<file path="src/rtl/ptw_pkg.sv">
package ptw_pkg;
  localparam int VA_W    = 32;
  localparam int IDX_W   = 10;
  localparam int OFF_W   = 12;
  localparam int FRAME_W = VA_W - OFF_W;

  localparam int B_PRES  = 0;
  localparam int B_WR    = 1;
  localparam int B_USR   = 2;
  localparam int B_ACC   = 5;
  localparam int B_DIRTY = 6;
  localparam int B_BIG   = 7;

  typedef enum logic [2:0] {
    ST_IDLE, ST_RD_ROOT, ST_RD_LEAF, ST_UPDATE, ST_DONE, ST_FAULT
  } walk_st_e;

  typedef enum logic [1:0] {
    CZ_OK     = 2'b00,
    CZ_ABSENT = 2'b01,
    CZ_PROT   = 2'b10
  } cause_e;
endpackage

</file>
<file path="src/rtl/ptw_addr_gen.sv">
module ptw_addr_gen #(
  parameter int VA_W  = 32,
  parameter int IDX_W = 10,
  parameter int OFF_W = 12
) (
  input  logic [VA_W-OFF_W-1:0] root_frame,
  input  logic [VA_W-1:0]       vaddr,
  input  logic [VA_W-OFF_W-1:0] root_entry_frame,
  input  logic [VA_W-OFF_W-1:0] leaf_entry_frame,
  input  logic                  is_big,
  output logic [VA_W-1:0]       root_addr,
  output logic [VA_W-1:0]       leaf_addr,
  output logic [VA_W-1:0]       phys_addr
);
  localparam int BIG_OFF = OFF_W + IDX_W;
  localparam int ENT_SH  = 2;

  logic [IDX_W-1:0] root_idx, leaf_idx;
  logic [VA_W-1:0]  root_ofs, leaf_ofs;

  assign root_idx = vaddr[VA_W-1 -: IDX_W];
  assign leaf_idx = vaddr[OFF_W +: IDX_W];
  assign root_ofs = {{(VA_W-IDX_W){1'b0}}, root_idx} << ENT_SH;
  assign leaf_ofs = {{(VA_W-IDX_W){1'b0}}, leaf_idx} << ENT_SH;

  assign root_addr = {root_frame, {OFF_W{1'b0}}} + root_ofs;
  assign leaf_addr = {root_entry_frame, {OFF_W{1'b0}}} + leaf_ofs;

  always_comb begin
    if (is_big)
      phys_addr = {root_entry_frame[VA_W-OFF_W-1:IDX_W], vaddr[BIG_OFF-1:0]};
    else
      phys_addr = {leaf_entry_frame, vaddr[OFF_W-1:0]};
  end
endmodule

</file>
<file path="src/rtl/ptw_perm_check.sv">
module ptw_perm_check
  import ptw_pkg::*;
#(
  parameter int PTE_W = 32
) (
  input  logic [PTE_W-1:0] root_pte,
  input  logic [PTE_W-1:0] leaf_pte,
  input  logic             is_write,
  input  logic             is_user,
  output logic             prot_fault,
  output logic             root_upd,
  output logic             leaf_upd,
  output logic [PTE_W-1:0] root_new,
  output logic [PTE_W-1:0] leaf_new
);
  localparam logic [PTE_W-1:0] ACC_M = {{(PTE_W-1){1'b0}}, 1'b1} << B_ACC;
  localparam logic [PTE_W-1:0] DRT_M = {{(PTE_W-1){1'b0}}, 1'b1} << B_DIRTY;

  logic big, wr_ok, usr_ok;

  assign big    = root_pte[B_BIG];
  assign wr_ok  = root_pte[B_WR]  & (big | leaf_pte[B_WR]);
  assign usr_ok = root_pte[B_USR] & (big | leaf_pte[B_USR]);

  assign prot_fault = (is_write & ~wr_ok) | (is_user & ~usr_ok);

  assign root_new = root_pte | ACC_M;
  assign root_upd = ~root_pte[B_ACC];

  assign leaf_new = leaf_pte | ACC_M | (is_write ? DRT_M : '0);
  assign leaf_upd = ~big & (leaf_new != leaf_pte);
endmodule

</file>
<file path="src/rtl/ptw_walker.sv">
module ptw_walker
  import ptw_pkg::*;
#(
  parameter int VA_W  = 32,
  parameter int IDX_W = 10,
  parameter int OFF_W = 12,
  localparam int FR_W = VA_W - OFF_W
) (
  input  logic            clk,
  input  logic            rst_n,
  input  logic [FR_W-1:0] root_frame,
  input  logic            req_valid,
  input  logic [VA_W-1:0] req_vaddr,
  input  logic            req_write,
  input  logic            req_user,
  output logic            busy,
  output logic            mem_req_valid,
  input  logic            mem_req_ready,
  output logic            mem_req_we,
  output logic [VA_W-1:0] mem_req_addr,
  output logic [VA_W-1:0] mem_req_wdata,
  input  logic            mem_rsp_valid,
  input  logic [VA_W-1:0] mem_rsp_rdata,
  output logic            done_valid,
  output logic            done_fault,
  output logic [1:0]      done_cause,
  output logic [VA_W-1:0] done_paddr,
  output logic [VA_W-1:0] done_pte,
  output logic            done_large
);
  // Reset: asserted asynchronously, released on the clock.
  logic [1:0] rst_sync;
  logic       rst_ok_n;
  always_ff @(posedge clk or negedge rst_n) begin
    if (!rst_n) rst_sync <= 2'b00;
    else        rst_sync <= {rst_sync[0], 1'b1};
  end
  assign rst_ok_n = rst_sync[1];

  walk_st_e        st, st_d;
  cause_e          cause_q, cause_d;
  logic            pend, pend_d;
  logic            root_wr_done, root_wr_done_d;
  logic [VA_W-1:0] va_q, root_q, leaf_q;
  logic [FR_W-1:0] base_q;
  logic            wr_q, usr_q;
  logic            cap_req, cap_root, cap_leaf;

  logic [VA_W-1:0] root_addr, leaf_addr, phys_addr, root_new, leaf_new;
  logic            prot_fault, root_upd, leaf_upd, is_big;

  assign is_big = root_q[B_BIG];

  ptw_addr_gen #(.VA_W(VA_W), .IDX_W(IDX_W), .OFF_W(OFF_W)) u_addr (
    .root_frame       (base_q),
    .vaddr            (va_q),
    .root_entry_frame (root_q[VA_W-1:OFF_W]),
    .leaf_entry_frame (leaf_q[VA_W-1:OFF_W]),
    .is_big           (is_big),
    .root_addr        (root_addr),
    .leaf_addr        (leaf_addr),
    .phys_addr        (phys_addr)
  );

  ptw_perm_check #(.PTE_W(VA_W)) u_perm (
    .root_pte   (root_q),
    .leaf_pte   (leaf_q),
    .is_write   (wr_q),
    .is_user    (usr_q),
    .prot_fault (prot_fault),
    .root_upd   (root_upd),
    .leaf_upd   (leaf_upd),
    .root_new   (root_new),
    .leaf_new   (leaf_new)
  );

  // Next-state logic.
  always_comb begin
    st_d           = st;
    cause_d        = cause_q;
    pend_d         = pend;
    root_wr_done_d = root_wr_done;
    cap_req        = 1'b0;
    cap_root       = 1'b0;
    cap_leaf       = 1'b0;
    mem_req_valid  = 1'b0;
    mem_req_we     = 1'b0;
    mem_req_addr   = root_addr;
    mem_req_wdata  = '0;
    unique case (st)
      ST_IDLE: begin
        if (req_valid) begin
          cap_req        = 1'b1;
          pend_d         = 1'b0;
          root_wr_done_d = 1'b0;
          cause_d        = CZ_OK;
          st_d           = ST_RD_ROOT;
        end
      end
      ST_RD_ROOT: begin
        mem_req_valid = ~pend;
        mem_req_addr  = root_addr;
        if (mem_req_valid && mem_req_ready) pend_d = 1'b1;
        if (pend && mem_rsp_valid) begin
          cap_root = 1'b1;
          pend_d   = 1'b0;
          if (!mem_rsp_rdata[B_PRES]) begin
            cause_d = CZ_ABSENT;
            st_d    = ST_FAULT;
          end else if (mem_rsp_rdata[B_BIG]) begin
            st_d = ST_UPDATE;
          end else begin
            st_d = ST_RD_LEAF;
          end
        end
      end
      ST_RD_LEAF: begin
        mem_req_valid = ~pend;
        mem_req_addr  = leaf_addr;
        if (mem_req_valid && mem_req_ready) pend_d = 1'b1;
        if (pend && mem_rsp_valid) begin
          cap_leaf = 1'b1;
          pend_d   = 1'b0;
          if (!mem_rsp_rdata[B_PRES]) begin
            cause_d = CZ_ABSENT;
            st_d    = ST_FAULT;
          end else begin
            st_d = ST_UPDATE;
          end
        end
      end
      ST_UPDATE: begin
        if (prot_fault) begin
          cause_d = CZ_PROT;
          st_d    = ST_FAULT;
        end else if (root_upd && !root_wr_done) begin
          mem_req_valid = 1'b1;
          mem_req_we    = 1'b1;
          mem_req_addr  = root_addr;
          mem_req_wdata = root_new;
          if (mem_req_ready) root_wr_done_d = 1'b1;
        end else if (leaf_upd) begin
          mem_req_valid = 1'b1;
          mem_req_we    = 1'b1;
          mem_req_addr  = leaf_addr;
          mem_req_wdata = leaf_new;
          if (mem_req_ready) st_d = ST_DONE;
        end else begin
          st_d = ST_DONE;
        end
      end
      ST_DONE:  st_d = ST_IDLE;
      ST_FAULT: st_d = ST_IDLE;
      default:  st_d = ST_IDLE;
    endcase
  end

  // Control registers.
  always_ff @(posedge clk or negedge rst_ok_n) begin
    if (!rst_ok_n) begin
      st           <= ST_IDLE;
      cause_q      <= CZ_OK;
      pend         <= 1'b0;
      root_wr_done <= 1'b0;
    end else begin
      st           <= st_d;
      cause_q      <= cause_d;
      pend         <= pend_d;
      root_wr_done <= root_wr_done_d;
    end
  end

  // Datapath registers with explicit enables.
  always_ff @(posedge clk) begin
    if (cap_req) begin
      va_q   <= req_vaddr;
      base_q <= root_frame;
      wr_q   <= req_write;
      usr_q  <= req_user;
    end
    if (cap_root) root_q <= mem_rsp_rdata;
    if (cap_leaf) leaf_q <= mem_rsp_rdata;
  end

  assign busy       = (st != ST_IDLE);
  assign done_valid = (st == ST_DONE) || (st == ST_FAULT);
  assign done_fault = (st == ST_FAULT);
  assign done_cause = cause_q;
  assign done_paddr = (st == ST_DONE) ? phys_addr : '0;
  assign done_pte   = (st == ST_DONE) ? (is_big ? root_new : leaf_new) : '0;
  assign done_large = (st == ST_DONE) && is_big;


  req_hold_chk: assert property (@(posedge clk) disable iff (!rst_ok_n)
    mem_req_valid && !mem_req_ready |=> mem_req_valid && $stable(mem_req_addr)
      && $stable(mem_req_we) && $stable(mem_req_wdata));


  acc_set_chk: assert property (@(posedge clk) disable iff (!rst_ok_n)
    mem_req_valid && mem_req_we |-> mem_req_wdata[B_ACC]);


  busy_end_chk: assert property (@(posedge clk) disable iff (!rst_ok_n)
    $fell(busy) |-> $past(done_valid));


  done_pulse_chk: assert property (@(posedge clk) disable iff (!rst_ok_n)
    done_valid |=> !done_valid && !busy);


  big_ofs_chk: assert property (@(posedge clk) disable iff (!rst_ok_n)
    done_valid && done_large |-> done_paddr[OFF_W+IDX_W-1:0] == va_q[OFF_W+IDX_W-1:0]);


  fault_nomap_chk: assert property (@(posedge clk) disable iff (!rst_ok_n)
    done_valid && done_fault |-> done_paddr == '0 && done_cause != CZ_OK);
endmodule

</file>
<file path="config.mk">
export PLATFORM = sky130hd
export DESIGN_NAME = ptw_walker
export DESIGN_NICKNAME = d
export VERILOG_FILES = /design/src/rtl/ptw_pkg.sv /design/src/rtl/ptw_addr_gen.sv /design/src/rtl/ptw_perm_check.sv /design/src/rtl/ptw_walker.sv
export SDC_FILE = /design/constraint.sdc
export NUM_CORES = 1
export LEC_CHECK = 0
export ABC_AREA = 1
export BUFFER_PORTS_ARGS = -buffer_cell sky130_fd_sc_hd__buf_2
export CAP_MARGIN = 20
export CORE_UTILIZATION = 56
export CTS_BUF_LIST = sky130_fd_sc_hd__clkbuf_8 sky130_fd_sc_hd__clkbuf_16
export DETAILED_ROUTE_END_ITERATION = 10
export GPL_TIMING_DRIVEN = 0
export PLACE_DENSITY = 0.86
export RECOVER_POWER = 100
export SYNTH_ARGS = -nofsm -noshare
export SYNTH_HDL_FRONTEND = slang
export SYNTH_HIERARCHICAL = 1
export SYNTH_SLANG_ARGS = --single-unit
</file>
<file path="constraint.sdc">
create_clock -name clk -period 4 [get_ports clk]
set_input_delay 0.6 -clock clk [delete_from_list [all_inputs] [get_ports clk]]
set_output_delay 0.6 -clock clk [all_outputs]
set_load 0.01 [all_outputs]
</file>
==> results.txt <==
- Register bit count reported by yosys: 127
- The flow ran to the end, but the final reports show violations.
- After synthesis, the largest area contributor takes up 47.8% of total cell area.
* Top-level I/O count: 227
* Required time of the worst setup path: 3.40 ns
- Post-synthesis instance area: 7410 sq um
- Dividing the final minimum period by the clock period gives 79.0%.
- Number of placement rows: 41
- Antenna violations before repair: 0
- Setup TNS: 0 ns
- Arrival time at the worst endpoint: 2.56 ns
- The number of pins exceeding their max-slew limit in the final report was 17.
- Syn-to-layout area delta: 24.0%
- Number of nets with antenna violations after routing: 0
* Largest net degree at the start of global routing: 37
- The final layout contains 1223 nets.
- Per-instance average area after synthesis: 8.42 sq um
- Post-DP HPWL: 14100 um
- The largest single stage delay on the critical path is 0.53 ns.
- In the synthesized netlist, the number of instances is 881.
* Number of design-rule violations left by the first detailed-router iteration: 452
- The layout has 1046 filler cells.
- After synthesis, the share of flip-flops with an asynchronous set or reset is 7.09%.
- In this run the worst hold path is classified as reg2async.
* Worst setup EP type: primary output
- Ratio of routed vias to standard cells: 4.87
* Wire length of the first global-routing pass: 29000 um
* Global-route usage over all layers: 28.9%
* Port-buffer cells: 224
* CP cell instances: o21ai_0, nand2_1, nand2_1, inv_1, nand2_1, inv_1, clkbuf_1, nand2_1, inv_1, clkbuf_1
- Across the VDD grid, the largest voltage drop is 0.433 mV.
- Ranked by total cell area, the synthesized netlist is headed by edfxtp_1, nand2_1, buf_4.
* Count of endpoints failing hold in the final timing report: 0
* Top cell family by delay on the critical path: buffers and inverters
- Cell type contributing the most total cell area after synthesis: edfxtp_1
- Post-route clock skew: 0.00739 ns
- From left edge to right edge, the die measures 117 um.
* Source of the worst register-to-register timing path: st[1]
- Number of warnings issued by yosys: 6
* CP dominant cell by count: nand2_1
- Share of final-layout standard cells stronger than drive strength 1: 24.2%
- Die Area: 13700 sq um
- EDFF count, synth: 118
- Count of final setup violators: 0
- The clock passes through at most 2 buffers.
- The congestion estimate from routability-driven global placement came to 0.871.
* Slew Limit Headroom: -16.3%
- Clock tree synthesis selected as its root buffer the cell clkbuf_16.
- Max Clk Rate: 316 MHz
- The analysis attributes to cell leakage a power of 4.59 nW.
- TritonCTS sink count: 127
* RSZ-0062 raised after global routing: no
* Total power of the final layout: 4.89 mW
- Number of H-tree levels: 4
- Fraction of the yosys area taken by sequential cells: 50.8%
- Max-cap violations: 1
- In the routed design, unresolved DRC markers number 0.
* TritonCTS clock tree: done
- The region available for standard cell placement spans 12800 sq um.
- The checks that failed: max-capacitance violations, max-slew violations.
- Total Routed Length: 19500 um
* Transition at the pin with the smallest max-transition slack: 1.74 ns
* Cts bufs inserted: 17
* Post-layout min period: 3.16 ns
* Count of different cell masters after synthesis: 24
- The number of global-route vias before repair was 5945.
- Flip-flop cell with the highest count after synthesis: edfxtp_1
* Category of the worst setup path launch point: register
- WL per Instance: 14.8 um
* Max FO, Critical Path: 10
- Ant diodes: 0
- Global route overflow: 0
* Clock-pin slew on the worst setup and hold paths: 0.05 ns
- Post-Route Hold Slack: 0.124 ns
- The worst setup path is of the reg2out kind.
* Initial cell density of the core: 58.0%
- Tracing the worst setup path back leads to its startpoint at root_q[7].
- The first detailed-routing pass took 5 iterations.
- Via total after detailed routing: 6417
- Counting both buffers and inverters, the worst setup path holds a total of 5.
- The die is 117 um tall.
* Cell Pwr Density: 531 nW/um^2
- The slowest stage of the critical path is the edfxtp_1 cell.
- At the later pin of the worst-skew pair, clock insertion delay measures 0.41 ns.
## cells by family (layout without fill, tap and decap cells)
logic type             Yosys count  after routing  synth area share, %
other                            3              7                0.152
buffers and inverters          264            524                 21.5
DFF                            127            127                 50.8
AOI/OAI and AO/OA               42             42                 2.83
and+or+nand+nor                445            445                 24.7
## sequential cells by signal (all words and copies together) (netlist names)
register      flops
done_cause        2
pend              1
va_q             32
root_wr_done      1
usr_q             1
rst_sync          2
wr_q              1
leaf_q           32
root_q           32
base_q           20
st                3
## routing by layer
layer | GRT usage, % | up-vias | share of wire, % | wire length (um)
li1 | - | 3135 | - | -
met1 | 34.5 | 2879 | 40 | 7710
met2 | 49.0 | 370 | 49 | 9570
met3 | 8.19 | 33 | 9.1 | 1770
met4 | 12.5 | 0 | 2.4 | 469
met5 | 0 | - | 0 | 0
## cells in the final DEF, fill, tap and decap left out, types with 2 or more instances in the layout
cell type	Yosys	final
clkbuf_16	0	17
buf_2	16	96
nand2_1	316	320
buf_6	6	5
o21ai_0	4	5
buf_16	0	2
nand4_1	1	2
a21oi_1	36	36
nor2_2	2	2
clkinv_2	0	4
buf_4	144	141
inv_1	81	89
nand3_1	71	72
bufinv_16	0	3
edfxtp_1	118	118
clkbuf_1	14	162
conb_1	3	7
dfrtp_1	9	9
nor2_1	44	45
clkbuf_8	0	2
## stage by stage
step / instances / util (%) / cell area, sq um / setup slack, ns
after CTS: 1317 / 74.0 / 9450 / 1.08
after global placement: 1281 / 68.6 / 8770 / 0.126
after floorplan: 885 / - / 7430 / 1.28
after detailed placement: 1284 / 69.3 / 8860 / 1.51
after global routing: 1317 / 72.0 / 9200 / 0.633
final: 1317 / 72.0 / 9200 / 0.839
## worst paths after layout
path | end | slack, ns | depth (start not counted)
min reg2reg | done_cause[1] | 0.12 | 0
min in group clk | rst_sync[1] | 0.36 | 0
min | done_cause[1] | 0.12 | 0
max reg2reg | leaf_q[21] | 0.86 | 7
max | mem_req_wdata[13] | 0.84 | 10
max in group asynchronous | rst_sync[0] | 3.37 | 2
## final cells by class
cell class,count,area (sq um),area share [%]
Sequential cell,127,3770,41.0
Multi-Input combinational cell,494,2020,22.0
Buffer,180,1250,13.6
Timing Repair Buffer,228,1030,11.3
Clock buffer,19,453,4.93
Inverter,84,315,3.43
Tap cell,172,215,2.34
Clock inverter,13,133,1.44
## report_power, final
| group | switching [mW] | total, mW | internal (mW) | leakage [nW] |
|---|---|---|---|---|
| Combinational | 0.982 | 1.58 | 0.600 | 3.08 |
| Sequential | 0.0854 | 1.79 | 1.70 | 1.19 |
| Clock | 0.522 | 1.51 | 0.993 | 0.314 |
| Total | 1.59 | 4.89 | 3.30 | 4.59 |
## cell usage after synthesis (2+ instances only)
cell      count
inv_2         3
buf_6         6
nor2_1       44
edfxtp_1    118
conb_1        3
o21ai_1       2
nor2_4        2
nand2_1     316
buf_4       144
a21oi_1      36
o21ai_0       4
inv_1        81
nor2_2        2
dfrtp_1       9
clkbuf_1     14
nand3_1      71
nand2_2       4
buf_2        16
## timing repair
item                       CTS  global route
setup endpoints to repair    0             0
resized for setup            0             0
hold buffers                 1             0
hold endpoints to repair     2             0
buffers inserted             0             0
Note: power is estimated with default switching activity, not from simulation.
